==> src/rtl/divsel_pkg.sv <==
package divsel_pkg;
  localparam int HS_NUM   = 6;
  localparam int HS_IDX_W = 3;
  localparam int HS_W     = 4;

  // Search order: largest high-speed divider first, so within one N1 the
  // candidates come in descending product order.
  function automatic logic [HS_W-1:0] hs_from_idx(input logic [HS_IDX_W-1:0] idx);
    case (idx)
      3'd0:    return 4'd11;
      3'd1:    return 4'd9;
      3'd2:    return 4'd7;
      3'd3:    return 4'd6;
      3'd4:    return 4'd5;
      default: return 4'd4;
    endcase
  endfunction

  function automatic logic hs_is_legal(input logic [HS_W-1:0] v);
    return (v == 4'd4) || (v == 4'd5) || (v == 4'd6) ||
           (v == 4'd7) || (v == 4'd9) || (v == 4'd11);
  endfunction
endpackage

==> src/rtl/divsel_cand_gen.sv <==
module divsel_cand_gen
  import divsel_pkg::*;
#(
  parameter int N1_MAX = 128,
  localparam int NUM_N1   = N1_MAX / 2 + 1,
  localparam int N1_IDX_W = $clog2(NUM_N1),
  localparam int N1_W     = $clog2(N1_MAX + 1)
) (
  input  logic            clk,
  input  logic            rst,
  input  logic            launch,
  output logic            cand_valid,
  output logic            cand_last,
  output logic [HS_W-1:0] cand_hs,
  output logic [N1_W-1:0] cand_n1
);
  logic [HS_IDX_W-1:0] hs_i;
  logic [N1_IDX_W-1:0] n1_i;
  logic                active;
  logic                hs_wrap;
  logic                n1_end;

  assign hs_wrap = (hs_i == HS_IDX_W'(HS_NUM - 1));
  assign n1_end  = (n1_i == N1_IDX_W'(NUM_N1 - 1));

  // N1 is the outer loop (ascending), the high-speed divider the inner one.
  always_ff @(posedge clk) begin
    if (rst) begin
      active <= 1'b0;
      hs_i   <= '0;
      n1_i   <= '0;
    end else if (launch) begin
      active <= 1'b1;
      hs_i   <= '0;
      n1_i   <= '0;
    end else if (active) begin
      if (hs_wrap) begin
        hs_i <= '0;
        if (n1_end) active <= 1'b0;
        else        n1_i   <= n1_i + N1_IDX_W'(1);
      end else begin
        hs_i <= hs_i + HS_IDX_W'(1);
      end
    end
  end

  assign cand_valid = active;
  assign cand_last  = active & hs_wrap & n1_end;
  assign cand_hs    = hs_from_idx(hs_i);
  assign cand_n1    = (n1_i == '0) ? N1_W'(1) : N1_W'({n1_i, 1'b0});

  AST_CAND_HS_LEGAL: assert property (@(posedge clk) disable iff (rst)
    cand_valid |-> hs_is_legal(cand_hs));
endmodule

==> src/rtl/divsel_mult.sv <==
module divsel_mult
  import divsel_pkg::*;
#(
  parameter int FOUT_W = 32,
  parameter int N1_W   = 8,
  parameter int PROD_W = 44
) (
  input  logic              clk,
  input  logic              rst,
  input  logic              in_valid,
  input  logic              in_last,
  input  logic [FOUT_W-1:0] in_fout,
  input  logic [HS_W-1:0]   in_hs,
  input  logic [N1_W-1:0]   in_n1,
  output logic              p_valid,
  output logic              p_last,
  output logic [HS_W-1:0]   p_hs,
  output logic [N1_W-1:0]   p_n1,
  output logic [PROD_W-1:0] p_dco
);
  always_ff @(posedge clk) begin
    if (rst) begin
      p_valid <= 1'b0;
      p_last  <= 1'b0;
      p_hs    <= '0;
      p_n1    <= '0;
      p_dco   <= '0;
    end else begin
      p_valid <= in_valid;
      p_last  <= in_valid & in_last;
      p_hs    <= in_hs;
      p_n1    <= in_n1;
      p_dco   <= PROD_W'(in_fout) * PROD_W'(in_hs) * PROD_W'(in_n1);
    end
  end
endmodule

==> src/rtl/divsel_best.sv <==
module divsel_best
  import divsel_pkg::*;
#(
  parameter int          N1_W       = 8,
  parameter int          N1_MAX     = 128,
  parameter int          PROD_W     = 44,
  parameter logic [63:0] DCO_MIN_HZ = 64'd4_850_000_000,
  parameter logic [63:0] DCO_MAX_HZ = 64'd5_670_000_000
) (
  input  logic              clk,
  input  logic              rst,
  input  logic              clear,
  input  logic              in_valid,
  input  logic              in_last,
  input  logic [HS_W-1:0]   in_hs,
  input  logic [N1_W-1:0]   in_n1,
  input  logic [PROD_W-1:0] in_dco,
  output logic              found,
  output logic [HS_W-1:0]   best_hs,
  output logic [N1_W-1:0]   best_n1,
  output logic [PROD_W-1:0] best_dco,
  output logic              fin
);
  localparam logic [PROD_W-1:0] LO_T = PROD_W'(DCO_MIN_HZ);
  localparam logic [PROD_W-1:0] HI_T = PROD_W'(DCO_MAX_HZ);

  logic in_band;
  logic better;

  assign in_band = (in_dco >= LO_T) && (in_dco <= HI_T);
  // Strict compare: candidates arrive with N1 ascending, so the first of
  // equal products (smallest N1) is the one kept.
  assign better  = in_valid && in_band && (!found || (in_dco < best_dco));

  always_ff @(posedge clk) begin
    if (rst || clear) begin
      found    <= 1'b0;
      best_hs  <= '0;
      best_n1  <= '0;
      best_dco <= '0;
      fin      <= 1'b0;
    end else begin
      fin <= in_valid & in_last;
      if (better) begin
        found    <= 1'b1;
        best_hs  <= in_hs;
        best_n1  <= in_n1;
        best_dco <= in_dco;
      end
    end
  end

  AST_BEST_HS_LEGAL: assert property (@(posedge clk) disable iff (rst)
    found |-> hs_is_legal(best_hs));
  AST_BEST_N1_LEGAL: assert property (@(posedge clk) disable iff (rst)
    found |-> ((best_n1 == N1_W'(1)) ||
               (!best_n1[0] && best_n1 != '0 && best_n1 <= N1_W'(N1_MAX))));
  AST_BEST_DESCENDS: assert property (@(posedge clk) disable iff (rst)
    (found && $past(found) && !$past(clear)) |-> (best_dco <= $past(best_dco)));
endmodule

==> src/rtl/divider_pair_search.sv <==
module divider_pair_search
  import divsel_pkg::*;
#(
  parameter int          FOUT_W     = 32,
  parameter int          N1_MAX     = 128,
  parameter logic [63:0] DCO_MIN_HZ = 64'd4_850_000_000,
  parameter logic [63:0] DCO_MAX_HZ = 64'd5_670_000_000,
  localparam int N1_W   = $clog2(N1_MAX + 1),
  localparam int PROD_W = FOUT_W + HS_W + N1_W
) (
  input  logic              clk,
  input  logic              rst,
  input  logic              start,
  input  logic [FOUT_W-1:0] fout_hz,
  output logic              busy,
  output logic              done,
  output logic              err,
  output logic [HS_W-1:0]   hs_div,
  output logic [HS_IDX_W-1:0] hs_code,
  output logic [N1_W-1:0]   n1_div,
  output logic [N1_W-2:0]   n1_code,
  output logic [PROD_W-1:0] dco_hz
);
  logic              launch;
  logic [FOUT_W-1:0] fout_q;

  logic              c_valid, c_last;
  logic [HS_W-1:0]   c_hs;
  logic [N1_W-1:0]   c_n1;

  logic              m_valid, m_last;
  logic [HS_W-1:0]   m_hs;
  logic [N1_W-1:0]   m_n1;
  logic [PROD_W-1:0] m_dco;

  logic              b_found, b_fin;
  logic [HS_W-1:0]   b_hs;
  logic [N1_W-1:0]   b_n1;
  logic [PROD_W-1:0] b_dco;

  assign launch = start & ~busy;

  always_ff @(posedge clk) begin
    if (rst)         fout_q <= '0;
    else if (launch) fout_q <= fout_hz;
  end

  divsel_cand_gen #(.N1_MAX(N1_MAX)) u_gen (
    .clk(clk), .rst(rst), .launch(launch),
    .cand_valid(c_valid), .cand_last(c_last), .cand_hs(c_hs), .cand_n1(c_n1)
  );

  divsel_mult #(.FOUT_W(FOUT_W), .N1_W(N1_W), .PROD_W(PROD_W)) u_mult (
    .clk(clk), .rst(rst),
    .in_valid(c_valid), .in_last(c_last), .in_fout(fout_q),
    .in_hs(c_hs), .in_n1(c_n1),
    .p_valid(m_valid), .p_last(m_last), .p_hs(m_hs), .p_n1(m_n1), .p_dco(m_dco)
  );

  divsel_best #(
    .N1_W(N1_W), .N1_MAX(N1_MAX), .PROD_W(PROD_W),
    .DCO_MIN_HZ(DCO_MIN_HZ), .DCO_MAX_HZ(DCO_MAX_HZ)
  ) u_best (
    .clk(clk), .rst(rst), .clear(launch),
    .in_valid(m_valid), .in_last(m_last),
    .in_hs(m_hs), .in_n1(m_n1), .in_dco(m_dco),
    .found(b_found), .best_hs(b_hs), .best_n1(b_n1), .best_dco(b_dco),
    .fin(b_fin)
  );

  always_ff @(posedge clk) begin
    if (rst) begin
      busy    <= 1'b0;
      done    <= 1'b0;
      err     <= 1'b0;
      hs_div  <= '0;
      hs_code <= '0;
      n1_div  <= '0;
      n1_code <= '0;
      dco_hz  <= '0;
    end else begin
      done <= b_fin;
      if (launch)     busy <= 1'b1;
      else if (b_fin) busy <= 1'b0;
      if (b_fin) begin
        err <= ~b_found;
        if (b_found) begin
          hs_div  <= b_hs;
          hs_code <= HS_IDX_W'(b_hs - HS_W'(4));
          n1_div  <= b_n1;
          n1_code <= (N1_W-1)'(b_n1 - N1_W'(1));
          dco_hz  <= b_dco;
        end else begin
          hs_div  <= '0;
          hs_code <= '0;
          n1_div  <= '0;
          n1_code <= '0;
          dco_hz  <= '0;
        end
      end
    end
  end

  AST_DONE_PULSE: assert property (@(posedge clk) disable iff (rst)
    done |=> !done);
  AST_DONE_IDLE: assert property (@(posedge clk) disable iff (rst)
    done |-> !busy);
  AST_RESULT_IN_BAND: assert property (@(posedge clk) disable iff (rst)
    (done && !err) |-> ((dco_hz >= PROD_W'(DCO_MIN_HZ)) && (dco_hz <= PROD_W'(DCO_MAX_HZ))));
  AST_ERR_ZERO: assert property (@(posedge clk) disable iff (rst)
    (done && err) |-> (hs_div == '0 && n1_div == '0 && dco_hz == '0));
  AST_HOLD_RESULT: assert property (@(posedge clk) disable iff (rst)
    (!done && $past(!b_fin)) |-> ($stable(dco_hz) && $stable(err)));
endmodule

==> config.mk <==
export PLATFORM = sky130hd
export DESIGN_NAME = divider_pair_search
export DESIGN_NICKNAME = d
export VERILOG_FILES = /design/src/rtl/divsel_pkg.sv /design/src/rtl/divsel_cand_gen.sv /design/src/rtl/divsel_mult.sv /design/src/rtl/divsel_best.sv /design/src/rtl/divider_pair_search.sv
export SDC_FILE = /design/constraint.sdc
export NUM_CORES = 1
export LEC_CHECK = 0
export ABC_AREA = 0
export BUFFER_PORTS_ARGS = -buffer_cell sky130_fd_sc_hd__buf_2
export CORE_MARGIN = 2
export CORE_UTILIZATION = 50
export DETAILED_ROUTE_END_ITERATION = 7
export PLACE_DENSITY = 0.69
export SETUP_SLACK_MARGIN = 0.05
export SLEW_MARGIN = 20
export SYNTH_ARGS = -nofsm -noshare
export SYNTH_HDL_FRONTEND = slang
export SYNTH_HIERARCHICAL = 1
export SYNTH_SLANG_ARGS = --single-unit
==> constraint.sdc <==
create_clock -name clk -period 8.95 [get_ports clk]
set_clock_uncertainty 0.15 [all_clocks]
set_input_delay 0.895 -clock clk [delete_from_list [all_inputs] [get_ports clk]]
set_output_delay 0.895 -clock clk [all_outputs]
set_load 0.005 [all_outputs]
==> results.toml <==
[synth]
ys_ff_latch = 226
synthArstFlopShare = 0
yosys_most_used_dff = "dfxtp_1"
yosys-top-cells-area = "fa_1 (22%), dfxtp_1 (19%), ha_1 (8.0%)"
seq_area_frac_synth = 0.192
netlist.area_leader.share = 0.225
synth_top_area_cell = "fa_1"
synth.most_common_cell = "inv_1"
syn_area_um2 = 23500
yosysWarnings = 6
syn_inst = 2869
synth_area_per_cell_um2 = 8.20
synth_cell_types = 87
synth_edf_count = 0
syn_nets = 3319
synthTopCellsByCount = "inv_1 (376), nand2_1 (345), fa_1 (264), and2_1 (250), dfxtp_1 (226)"

[sta]
slew_viol_final = 0
worstMarginPinSlew_ps = 980
fmax_mhz = 115
postLayoutSetupSlackWorst_ps = 286
hold_violations = 0
min_period_ps = 8660
rsz0062_at_grt = "true"
slew_headroom = 0.347
finalCritPeriodShare = 0.968
final-setup-viol-count = 0

[power_and_ir_drop]
ir_drop_uv = 146
powerDensity_nw_per_um2 = 114
p_leak_uw = 0.0128

[detailed_routing]
top_layer = "met4"
drt_drc_violations_left = 0
drt-total-wl_um = 60300
drt-met1-wl_um = 26300
dr.pass1.iters = 6
routed_via_density = 5.51
wire_per_inst_um = 16.5
ant_nets = 0
drtIter0Drc = 1211
routed-wl-met3_um = 2960
via_count = 20100
wl_met2_um = 29600

[flow_run]
drv_cap = 0

[critical_path]
cpPeakStageDelay_ps = 540
criticalPathCategory = "reg2reg"
r2r_start = "u_gen/hs_i[1]"
cpMostUsedCell = "fa_1"
r2r-end = "u_mult/p_dco[42]"
cp.required_ps = 9210
reg2regPathDepth = 34
cp.arrival_ps = 8920
startpoint_type = "flip-flop"
cp-end-kind = "flip-flop"
slowest_stage = "fa_1"
r2r_slack_ps = 290
crit_fanout = 8

[hold_path]
hold_class = "reg2reg"
hold_start = "u_mult/p_n1[4]"
worstHoldPathCells = 2
holdPathEnd = "u_best/best_n1[4]"

[clocking]
clock_path_buffers = 3
htree_levels = 1
cts.sink_count = 226
insertion_delay_ps = 540
clockRootBuffer = "clkbuf_16"
cts_inserted_buffers = 25
cts_tree = "yes"
path_clk_slew_ps = 60
cts_hold_buf = 0

[final_layout]
fin_util = 0.580
syn_to_final_growth_pct = 14.5
drive_gt1_frac = 0.154
antennaDiodeCount = 0
fin_nets = 3475
fillers = 4270

[run_status]
status = "complete, no violations"

[global_routing]
grt_max_degree = 99
grt_pass1_vias = 20500
grt_usage = 0.248
antenna_found_initial = 0
grt_pass1_wl_um = 102000
grt-ovfl-total = 0

[die]
fp.dieArea_um2 = 48800
initial_core_util = 0.506
die_w_um = 221
die_y_um = 221
fp-row-count = 79
io_pins = 104
core_region_area_um2 = 46500

[placement]
numPortBuffers = 103
pre_cts_ws_ps = -307
place_congestion = 0.892
hpwl_um = 45500
worst max-delay path, delay by kind of cell, from the launching register on:
kind / cells / cell delay (ps)
flip-flops: 1 / 310
AO/OA/AOI/OAI: 12 / 2500
buffers and inverters: 8 / 800
adder cells (fa/ha/maj): 9 / 3660
multiplexers: 1 / 280
AND/OR/NAND/NOR: 4 / 800
how the worst max path moves through the flow:
stage | end | slack, ps | depth (start not counted) | start
finish | u_mult/p_dco[42] | 290 | 34 | u_gen/hs_i[1]
global route | u_mult/p_dco[41] | -20 | 35 | u_gen/hs_i[1]
CTS | u_mult/p_dco[30] | 60 | 33 | u_gen/hs_i[1]
detailed placement | u_mult/p_dco[40] | -310 | 32 | u_gen/hs_i[1]
global placement | u_mult/p_dco[40] | -270 | 32 | u_gen/hs_i[1]
floorplan | u_mult/p_dco[42] | 120 | 33 | u_gen/hs_i[0]
layout by cell type, fill, tap and decap left out, types with 33 or more instances in the layout:
cell,instances
a21o_1,42
a21oi_1,181
and2_1,243
and3_1,33
buf_2,103
buf_4,168
dfxtp_1,224
fa_1,263
ha_1,130
inv_1,372
mux2i_1,55
nand2_1,342
nand3_1,34
nand4_1,38
nor2_1,191
nor2b_1,82
nor3_1,46
o21ai_0,42
layer usage:
metal,GRT usage,vias to the layer above
met4,0.0617,0
li1,-,9610
met2,0.437,523
met5,0,-
met1,0.326,9854
met3,0.0242,102
through the flow:
stage / instances / hold WS (ps) / TNS (ps) / total power [µW] / area, µm²
final: 3648 / 288 / 0 / 3060 / 26900
after global routing: 3648 / 312 / -33.1 / 3260 / 26900
after CTS: 3617 / 289 / 0 / 3020 / 26100
after detailed placement: 3570 / 279 / -1150 / 2040 / 25200
after global placement: 3570 / 277 / -765 / 2020 / 25200
after floorplan: 2869 / 270 / 0 / 1720 / 23500
flip-flops by register name (all words and copies together), names as in the netlist, 7 cells and up:
signal	flops
fout_q	32
dco_hz	44
u_best/best_n1	8
u_gen/n1_i	7
u_best/best_dco	44
n1_div	8
n1_code	7
u_mult/p_dco	44
u_mult/p_n1	8
timing repair:
action,in CTS,in global routing
endpoints found under the setup margin,16,22
endpoints found under the hold margin,0,0
resized for setup,21,127
cloned,2,3
buffers inserted,2,28
pin swaps,8,62
cell families after synthesis:
logic type,share of synthesized area
compound gates,0.120
buf+inv,0.0925
mux,0.0248
flops,0.192
fa+ha+maj,0.305
simple gates,0.244
xor+xnor,0.0212
power by group:
| group | total, µW | switching, µW | internal, µW | leakage, µW |
|---|---|---|---|---|
| sequential | 1090 | 49.6 | 1040 | 0.00183 |
| clock | 959 | 420 | 539 | 0.000356 |
| combinational | 1010 | 595 | 417 | 0.0106 |
| total | 3060 | 1060 | 2000 | 0.0128 |
layout make-up:
type | instances | area, µm² | area share
Multi-Input combinational cell | 2109 | 17500 | 0.651
Timing Repair Buffer | 280 | 1900 | 0.0707
Tap cell | 607 | 759 | 0.0282
Clock inverter | 10 | 73.8 | 0.00274
Sequential cell | 226 | 4530 | 0.168
Inverter | 383 | 1440 | 0.0534
Clock buffer | 33 | 686 | 0.0255
No activity file was read; power rests on OpenSTA's default activity.
